==> src/rtl/qdac_pkg.sv <==
package qdac_pkg;

    typedef enum logic [2:0] {
        ST_IDLE = 3'd0,
        ST_LOW  = 3'd1,
        ST_HIGH = 3'd2,
        ST_LREG = 3'd3,
        ST_SEP  = 3'd4,
        ST_LDAL = 3'd5
    } seq_state_e;

    typedef struct packed {
        seq_state_e st;
        logic       sclk;
        logic       cs_n;
        logic       ldreg_n;
        logic       ldall_n;
        logic       hold;
    } seq_ctl_t;

    function automatic int unsigned umax(input int unsigned a, input int unsigned b);
        return (a > b) ? a : b;
    endfunction

endpackage

==> src/rtl/qdac_timer.sv <==
module qdac_timer #(
    parameter int unsigned TW = 4
) (
    input  logic          clk,
    input  logic          rst_n,
    input  logic          load,
    input  logic [TW-1:0] load_val,
    output logic          expired
);
    logic [TW-1:0] cnt_d, cnt_q;

    always_comb begin
        cnt_d = cnt_q;
        if (load) begin
            cnt_d = load_val;
        end else if (cnt_q != '0) begin
            cnt_d = cnt_q - TW'(1);
        end
    end

    always_ff @(posedge clk or negedge rst_n) begin
        if (!rst_n) cnt_q <= '0;
        else        cnt_q <= cnt_d;
    end

    assign expired = (cnt_q == '0);

    // a running count only moves down by one unless it is reloaded
    p_count_down_r4: assert property (@(posedge clk) disable iff (!rst_n)
        (!$past(load) && $past(cnt_q) != '0) |-> (cnt_q == $past(cnt_q) - TW'(1)));

endmodule

==> src/rtl/qdac_shifter.sv <==
module qdac_shifter #(
    parameter int unsigned W = 16
) (
    input  logic         clk,
    input  logic         rst_n,
    input  logic         load,
    input  logic [W-1:0] load_val,
    input  logic         shift,
    output logic         msb,
    output logic         last
);
    localparam int unsigned CW = $clog2(W + 1);

    logic [W-1:0]  word_d, word_q;
    logic [CW-1:0] rem_d, rem_q;

    always_comb begin
        word_d = word_q;
        rem_d  = rem_q;
        if (load) begin
            word_d = load_val;
            rem_d  = CW'(W);
        end else if (shift) begin
            word_d = {word_q[W-2:0], 1'b0};
            rem_d  = rem_q - CW'(1);
        end
    end

    always_ff @(posedge clk or negedge rst_n) begin
        if (!rst_n) begin
            word_q <= '0;
            rem_q  <= '0;
        end else begin
            word_q <= word_d;
            rem_q  <= rem_d;
        end
    end

    assign msb  = word_q[W-1];
    assign last = (rem_q == CW'(1));

    // never shift past the end of the frame
    p_shift_in_frame_r2: assert property (@(posedge clk) disable iff (!rst_n)
        shift |-> (rem_q > CW'(1)));

endmodule

==> src/rtl/qdac_seq.sv <==
module qdac_seq
    import qdac_pkg::*;
#(
    parameter int unsigned CH_W           = 2,
    parameter int unsigned CODE_W         = 12,
    parameter int unsigned SETUP_CYC      = 3,
    parameter int unsigned HOLD_CYC       = 2,
    parameter int unsigned HIGH_CYC       = 3,
    parameter int unsigned LOW_CYC        = 5,
    parameter int unsigned CS_LEAD_CYC    = 6,
    parameter int unsigned CS_LAG_CYC     = 2,
    parameter int unsigned LREG_SETUP_CYC = 4,
    parameter int unsigned LREG_AFTER_CYC = 2,
    parameter int unsigned LREG_LOW_CYC   = 5,
    parameter int unsigned LDALL_LOW_CYC  = 5
) (
    input  logic              clk,
    input  logic              rst_n,
    input  logic              req_valid,
    output logic              req_ready,
    input  logic [CH_W-1:0]   req_chan,
    input  logic [CODE_W-1:0] req_code,
    input  logic              req_hold,
    output logic              busy,
    output logic              dac_sclk,
    output logic              dac_cs_n,
    output logic              dac_sdo,
    output logic              dac_ldreg_n,
    output logic              dac_ldall_n
);
    localparam int unsigned PAD_W   = 2;
    localparam int unsigned FRAME_W = CH_W + PAD_W + CODE_W;

    // phase lengths, each the largest of the minima that end in it
    localparam int unsigned LOW_N     = umax(umax(LOW_CYC, SETUP_CYC), 1);
    localparam int unsigned LOW_FIRST = umax(umax(LOW_N, CS_LEAD_CYC), LREG_SETUP_CYC);
    localparam int unsigned HIGH_N    = umax(umax(HIGH_CYC, HOLD_CYC), 1);
    localparam int unsigned HIGH_LAST = umax(umax(HIGH_N, CS_LAG_CYC), LREG_AFTER_CYC);
    localparam int unsigned LREG_N    = umax(LREG_LOW_CYC, 1);
    localparam int unsigned LDALL_N   = umax(LDALL_LOW_CYC, 1);
    localparam int unsigned MAX_N     = umax(umax(umax(LOW_FIRST, HIGH_LAST), LREG_N), LDALL_N);
    localparam int unsigned TW        = $clog2(MAX_N + 1);

    seq_ctl_t ctl_d, ctl_q;

    logic          t_load;
    logic [TW-1:0] t_val;
    logic          t_expired;
    logic          sh_load;
    logic          sh_shift;
    logic          sh_msb;
    logic          sh_last;
    logic [FRAME_W-1:0] frame;

    assign frame = {req_chan, {PAD_W{1'b0}}, req_code};

    qdac_timer #(.TW(TW)) u_timer (
        .clk      (clk),
        .rst_n    (rst_n),
        .load     (t_load),
        .load_val (t_val),
        .expired  (t_expired)
    );

    qdac_shifter #(.W(FRAME_W)) u_shift (
        .clk      (clk),
        .rst_n    (rst_n),
        .load     (sh_load),
        .load_val (frame),
        .shift    (sh_shift),
        .msb      (sh_msb),
        .last     (sh_last)
    );

    always_comb begin
        ctl_d    = ctl_q;
        t_load   = 1'b0;
        t_val    = '0;
        sh_load  = 1'b0;
        sh_shift = 1'b0;
        unique case (ctl_q.st)
            ST_IDLE: begin
                if (req_valid) begin
                    ctl_d.st   = ST_LOW;
                    ctl_d.cs_n = 1'b0;
                    ctl_d.sclk = 1'b0;
                    ctl_d.hold = req_hold;
                    sh_load    = 1'b1;
                    t_load     = 1'b1;
                    t_val      = TW'(LOW_FIRST - 1);
                end
            end
            ST_LOW: begin
                if (t_expired) begin
                    ctl_d.st   = ST_HIGH;
                    ctl_d.sclk = 1'b1;
                    t_load     = 1'b1;
                    t_val      = sh_last ? TW'(HIGH_LAST - 1) : TW'(HIGH_N - 1);
                end
            end
            ST_HIGH: begin
                if (t_expired) begin
                    t_load = 1'b1;
                    if (sh_last) begin
                        ctl_d.st      = ST_LREG;
                        ctl_d.cs_n    = 1'b1;
                        ctl_d.ldreg_n = 1'b0;
                        t_val         = TW'(LREG_N - 1);
                    end else begin
                        ctl_d.st   = ST_LOW;
                        ctl_d.sclk = 1'b0;
                        sh_shift   = 1'b1;
                        t_val      = TW'(LOW_N - 1);
                    end
                end
            end
            ST_LREG: begin
                if (t_expired) begin
                    ctl_d.ldreg_n = 1'b1;
                    ctl_d.st      = ctl_q.hold ? ST_IDLE : ST_SEP;
                end
            end
            ST_SEP: begin
                ctl_d.st      = ST_LDAL;
                ctl_d.ldall_n = 1'b0;
                t_load        = 1'b1;
                t_val         = TW'(LDALL_N - 1);
            end
            ST_LDAL: begin
                if (t_expired) begin
                    ctl_d.ldall_n = 1'b1;
                    ctl_d.st      = ST_IDLE;
                end
            end
            default: ctl_d.st = ST_IDLE;
        endcase
    end

    always_ff @(posedge clk or negedge rst_n) begin
        if (!rst_n) begin
            ctl_q <= '{st: ST_IDLE, sclk: 1'b1, cs_n: 1'b1, ldreg_n: 1'b1,
                       ldall_n: 1'b1, hold: 1'b0};
        end else begin
            ctl_q <= ctl_d;
        end
    end

    assign req_ready   = (ctl_q.st == ST_IDLE);
    assign busy        = (ctl_q.st != ST_IDLE);
    assign dac_sclk    = ctl_q.sclk;
    assign dac_cs_n    = ctl_q.cs_n;
    assign dac_sdo     = sh_msb;
    assign dac_ldreg_n = ctl_q.ldreg_n;
    assign dac_ldall_n = ctl_q.ldall_n;

    // idle means every bus line is at rest
    p_idle_quiet_r1: assert property (@(posedge clk) disable iff (!rst_n)
        (ctl_q.st == ST_IDLE) |-> (dac_sclk && dac_cs_n && dac_ldreg_n && dac_ldall_n));

    // data does not move while the clock stays high inside a frame
    p_sdo_steady_high_r3: assert property (@(posedge clk) disable iff (!rst_n)
        (!dac_cs_n && dac_sclk && $past(dac_sclk) && !$past(dac_cs_n)) |-> $stable(dac_sdo));

    // select only rises with the clock high
    p_cs_rise_clk_high_r5: assert property (@(posedge clk) disable iff (!rst_n)
        $rose(dac_cs_n) |-> dac_sclk);

    // register-load strobe stays high during shifting
    p_ldreg_high_shift_r6: assert property (@(posedge clk) disable iff (!rst_n)
        !dac_cs_n |-> dac_ldreg_n);

    // the two strobes never overlap
    p_strobes_apart_r7: assert property (@(posedge clk) disable iff (!rst_n)
        !dac_ldall_n |-> (dac_ldreg_n && dac_cs_n));

    // a batched request never pulses the all-load strobe
    p_hold_no_ldall_r7: assert property (@(posedge clk) disable iff (!rst_n)
        (ctl_q.hold && ctl_q.st != ST_IDLE) |-> dac_ldall_n);

    // acceptance makes the block busy and closes the handshake
    p_accept_busy_r8: assert property (@(posedge clk) disable iff (!rst_n)
        (req_valid && req_ready) |=> (busy && !req_ready));

endmodule

==> config.mk <==
export PLATFORM = sky130hd
export DESIGN_NAME = qdac_seq
export DESIGN_NICKNAME = d
export VERILOG_FILES = /design/src/rtl/qdac_pkg.sv /design/src/rtl/qdac_timer.sv /design/src/rtl/qdac_shifter.sv /design/src/rtl/qdac_seq.sv
export SDC_FILE = /design/constraint.sdc
export NUM_CORES = 1
export LEC_CHECK = 0
export BUFFER_PORTS_ARGS = -buffer_cell sky130_fd_sc_hd__buf_2
export CAP_MARGIN = 10
export CORE_ASPECT_RATIO = 1.1
export CORE_UTILIZATION = 50
export CTS_BUF_LIST = sky130_fd_sc_hd__clkbuf_4
export CTS_CLUSTER_SIZE = 25
export DETAILED_ROUTE_END_ITERATION = 10
export GPL_TIMING_DRIVEN = 0
export PLACE_DENSITY_LB_ADDON = 0.15
export SYNTH_ARGS = -nofsm -noshare
export SYNTH_HDL_FRONTEND = slang
export SYNTH_SLANG_ARGS = --single-unit
export TNS_END_PERCENT = 30
==> constraint.sdc <==
create_clock -name clk -period 1.96 [get_ports clk]
set_input_delay 0.588 -clock clk [delete_from_list [all_inputs] [get_ports clk]]
set_output_delay 0.588 -clock clk [all_outputs]
set_load 0.01 [all_outputs]
; Word level (Yosys, flattened, before mapping)
; Cells that the tools add are included.
[op_classes]
addsub = 2
eq_ne = 13
muxes = 32
reduce_logical = 17
[op_table]
columns = op, count
row1 = two-way mux 16 bit, 2
row2 = two-way mux 3 bit, 7
row3 = one-hot mux 3 bit (6 select lines), 1
row4 = two-way mux 5 bit, 3
row5 = "!= test 2 bit, second input constant", 7
row6 = one-hot mux 3 bit (4 select lines), 1
row7 = AND reduction 5 bit, 2
row8 = nonzero test 2 bit, 5
row9 = nonzero test 3 bit, 3
row10 = two-way mux 1 bit, 8
row11 = AND reduction 4 bit, 2
row12 = "equality test 3 x 2 -> 1 bit, second input constant", 2
row13 = "equality test 3 bit, second input constant", 2
row14 = logical NOT 3 bit, 2
row15 = two-way mux 2 bit, 3
row16 = two-way mux 6 bit, 1
row17 = one-hot mux 1 bit (2 select lines), 3
row18 = one-hot mux 1 bit (3 select lines), 2
row19 = "equality test 5 x 1 -> 1 bit, second input constant", 1
row20 = "subtractor 5 x 1 -> 5 bit, second input constant", 1
row21 = two-way mux 4 bit, 1
row22 = AND reduction 2 bit, 2
row23 = "equality test 3 x 1 -> 1 bit, second input constant", 1
row24 = "subtractor 3 x 1 -> 3 bit, second input constant", 1
row25 = OR reduction 2 bit, 1
[totals]
reg_bits = 32
out_inout_bits = 7
elab_cells = 73

; Longest topological paths before layout
[logic_depth]
ltp_word = 6
ltp_mapped = 8

; Cells and area by module
; Synthesis repeated with hierarchy kept, for this count alone.
[hier_totals]
cells_unflattened = 165
hier_area_um2 = 1771.7
[modules_own_cells]
columns = mod, instances, cells_each, area_per_inst_um2
row1 = qdac_shifter, 1, 96, 1047.3
row2 = qdac_seq, 1, 48, 524.3
row3 = qdac_timer, 1, 21, 200.2

; Worst setup path before layout
; OpenSTA, ideal clock, no wires.
[synth_timing]
path_kind = flip-flop to flip-flop
start = register u_timer.cnt_q[0]
end = register u_shift.word_q[10]
t_arrival_ps = 1534
required_ps = 1842
setup_slack_ps = 308
stages_incl_launch_ff = 9
n_path_buf = 2
period_less_slack_ps = 1652
path_cell_list = dfrtp_1 inv_1 ha_1 nand4bb_4 nor3_2 buf_6 nor2_4 buf_6 a21o_1
[synth_between]
elab_chain_cells = 4
[synth_rtl]
columns = item, line_no
row1 = start: declaration, qdac_timer.sv:10  ; logic [TW-1:0] cnt_d, cnt_q;
row2 = start signal: assignment, qdac_timer.sv:23  ; else cnt_q <= cnt_d;
row3 = logical NOT 3 bit, qdac_timer.sv:26  ; assign expired = (cnt_q == '0);
row4 = two-way mux 1 bit, qdac_seq.sv:102  ; if (t_expired) begin
row5 = two-way mux 1 bit, qdac_seq.sv:81  ; unique case (ctl_q.st)
row6 = nonzero test 2 bit (no source line), n/a
row7 = end signal: assignment, qdac_shifter.sv:34  ; word_q <= word_d;
row8 = end: declaration, qdac_shifter.sv:14  ; logic [W-1:0] word_d, word_q;
; No other way between the ends.
; A chain may end at the register's enable or synchronous reset.

; Final worst setup path
[layout_timing]
start = register ctl_q[5] in the netlist's numbering
end = output busy
[layout_between]
elab_chain_cells = 1
[layout_rtl]
columns = item, line_no
row1 = start: declaration, qdac_seq.sv:44  ; seq_ctl_t ctl_d, ctl_q;
row2 = start signal: assignment, qdac_seq.sv:141  ; ctl_q <= '{st: ST_IDLE, sclk: 1'b1, cs_n: 1'b1, ldreg_n: 1'b1,
row3 = start signal: assignment, qdac_seq.sv:144  ; ctl_q <= ctl_d;
row4 = nonzero test 3 bit, qdac_seq.sv:149  ; assign busy = (ctl_q.st != ST_IDLE);
row5 = end: declaration, qdac_seq.sv:24  ; output logic busy,
; No other way between the ends.

==> reports/results.txt <==
Status -> completed
Sequential cell area fraction in the yosys report -> 47.8%
List of most frequent post-synthesis cells -> sky130_fd_sc_hd__dfrtp_1, sky130_fd_sc_hd__nand2_1, sky130_fd_sc_hd__a21o_1, sky130_fd_sc_hd__a22o_1, sky130_fd_sc_hd__nor2_1
Worst min-delay path category -> primary input to asynchronous set/reset pin
Core area -> 3130 µm²
Critical path, cell by cell -> buf_6, nor3_4, inv_1, buf_2
Met1 usage in global routing -> 26.5%
Setup repair after global routing missed its margin -> no
Setup Skew -> 0.0164 ns
Data arrival time of the critical path -> 1.30 ns
Syn Inst Count -> 155
Ratio of final minimum period to clock period -> 96.5%
Clock tree from TritonCTS -> yes
Top cell type by total area after synthesis -> sky130_fd_sc_hd__dfrtp_1
Area delta synth->final -> 13.9%
Global placement routability congestion -> 0.761
Number of buffers inserted for hold repair after clock tree synthesis -> 0
Top fanout value on the critical path -> 10
Startpoint type of the worst setup path -> register
Largest cells by area after synthesis -> sky130_fd_sc_hd__dfrtp_1, sky130_fd_sc_hd__dfstp_2, sky130_fd_sc_hd__a22o_1
Dpl hpwl -> 2330 µm
Largest incremental delay on the critical path -> 0.38 ns
Worst vdd ir -> 0.664 mV
Wire length of the first global-routing pass -> 5900 µm
Min Clock Period, post-route -> 1.89 ns
Average wire length per cell after detail routing -> 15.4 µm
Number of filler cells placed in the layout -> 275
Post-Syn Area per Cell -> 10.9 µm²
Inserted Diodes -> 0
Sequential cell area -> 806 µm²
Vias per cell -> 5.96
Fin util -> 61.3%
Worst Slack Setup Final -> 0.0678 ns
Synth Net Count -> 177
Number of placement rows -> 21
Clock input transition at the sequential cells of the worst setup and hold paths -> 0.11 ns
DRC Markers -> 0
Crit. End Element -> output pin
Count of unique library cells instantiated by Yosys -> 48
Fraction of synthesized cell area taken by the top area cell type -> 41.6%
Pin slew with the least headroom to its limit -> 0.711 ns
Vias in the first global route -> 1267
Top_reg_cell synth -> sky130_fd_sc_hd__dfrtp_1
Relative max-transition margin -> 52.6%
Area used by multi-input combinational logic -> 787 µm²
Setup violation total in the final timing report -> 0
Met3 track utilization from global routing -> 6.21%
Largest net degree at the start of global routing -> 33
Share of synthesized flip-flops with an asynchronous set or reset -> 100%
Timing-limited maximum frequency -> 528 MHz
DRC marker count from the first detailed-route iteration -> 46
Drt total wl -> 3410 µm
Final total power -> 2.64 mW
Die boundary height -> 62.9 µm
Root Buffer -> sky130_fd_sc_hd__clkbuf_4
Slowest CP cell -> sky130_fd_sc_hd__dfrtp_1
Critical path start-end classification -> register to output pin
Clock tree buffer depth -> 2
Detailed-route via count -> 1318
Critical path data required time -> 1.37 ns
Most repeated cell in the gate-level netlist after synthesis -> sky130_fd_sc_hd__dfrtp_1
ANT nets after route -> 0
Number of max-slew violations in the final report -> 0
Number of nets in the layout -> 208
TritonCTS Buffers -> 5
Starting utilization of the core area -> 53.9%
Post-synthesis instance area -> 1680 µm²
Count of flip-flops with a built-in enable after synthesis -> 0
Initial DRT Pass Iterations -> 4
Number of input and output port buffers inserted -> 24
Routing layer with the top usage in global route -> met2
Count of buffers added by post-CTS timing repair for setup -> 0
Power per cell area -> 1380 nW/µm²
Met2 demand-to-capacity share in global routing -> 35.7%
Worst slack on hold paths -> 0.267 ns
Ys Warns -> 0
Tot GR Track Use -> 21.6%
I/O pin total -> 25
Clk_lat worst skew -> 0.35 ns
Register bit count reported by yosys -> 32
Max-cap check violation count -> 0
Final sum of negative setup slack -> 0 ns
Die Width -> 57.3 µm
Sink count of the clock tree -> 32
Share of layout cells above drive strength 1 -> 27.8%
Overall die area -> 3600 µm²
Final number of hold-violating endpoints -> 0
H-Tree Level Count -> 2
Total congestion overflow after global routing -> 0
Static leakage power -> 0.920 nW
Worst-case setup slack after placement -> 0.0887 ns
Antenna violations before repair -> 0
[kinds of logic (layout without fill, tap and decap cells)]
logic type / Yosys count / count (layout) / synth area share (%)
fa+ha+maj: 4 / 4 / 2.97
buf+inv: 16 / 48 / 6.31
flops: 32 / 32 / 47.8
xor+xnor: 2 / 2 / 1.04
compound gates: 48 / 48 / 21.0
simple gates: 49 / 49 / 18.4
mux: 4 / 4 / 2.45
[power breakdown]
group	internal [mW]	leakage, nW	switching (mW)
Clock	0.165	0.0338	0.225
Combinational	0.503	0.495	0.528
Sequential	0.977	0.391	0.243
[placed cells by master (no fill, tap or decap), drive strengths merged, types with 2 or more instances in the layout]
cell type,Yosys,routed
a21oi,7,7
mux2i,3,3
o21ai,5,5
clkbuf,3,10
a22o,12,12
nor3,5,5
nand2b,3,3
or4b,2,2
nand2,14,14
nor2,13,13
buf,7,31
a21o,12,12
ha,4,4
dfrtp,28,28
dfstp,4,4
inv,6,6
[sequential cells by signal, summed over array words and instances, names as in the netlist]
name,flops
u_shift.word_q,16
u_shift.rem_q,5
ctl_q,4
u_timer.cnt_q,3
dac_cs_n,1
dac_ldall_n,1
dac_ldreg_n,1
dac_sclk,1
[routing by layer]
layer	vias to the layer above	wire length [µm]
li1	627	-
met1	642	1470
met2	41	1710
met3	8	166
met4	0	60
met5	-	0
[per-stage QoR]
step | instances | cell area (µm²)
after floorplan | 155 | 1680
after global placement | 213 | 1850
after detailed placement | 213 | 1850
after CTS | 221 | 1910
after global routing | 221 | 1920
final | 221 | 1920
[worst paths after layout]
| path | startpoint | endpoint | slack (ns) | cells after the start |
|---|---|---|---|---|
| worst max-delay path | ctl_q[5] | busy | 0.07 | 4 |
| worst min-delay path | rst_n | u_shift.rem_q[4] | 0.27 | 1 |
| worst max register to register | u_timer.cnt_q[0] | u_shift.word_q[3] | 0.13 | 8 |
| worst min register to register | dac_ldreg_n | dac_ldreg_n | 0.48 | 2 |
| max in group asynchronous | rst_n | u_shift.word_q[12] | 1.21 | 1 |
| min in group clk | req_hold | ctl_q[0] | 0.45 | 3 |
[timing repair]
action | in CTS | in global routing
pin swaps | 0 | 0
setup endpoints to repair | 1 | 11
resized for setup | 1 | 2
[worst max-delay path, delay by kind of cell, from the launching register on]
family | cells | cell delay (ns)
buf+inv | 3 | 0.35
flops | 1 | 0.38
simple gates | 1 | 0.24
[cell type report]
| type | count | share of cell area (%) |
|---|---|---|
| flip-flops and latches | 32 | 42.0 |
| multi-input cells | 107 | 41.0 |
| repair buffers | 24 | 6.26 |
| plain buffers | 10 | 4.37 |
| clock buffers | 7 | 2.74 |
| well taps | 34 | 2.22 |
| inverters | 6 | 1.17 |
| clock inverters | 1 | 0.196 |
Note: power is estimated with default switching activity, not from simulation.
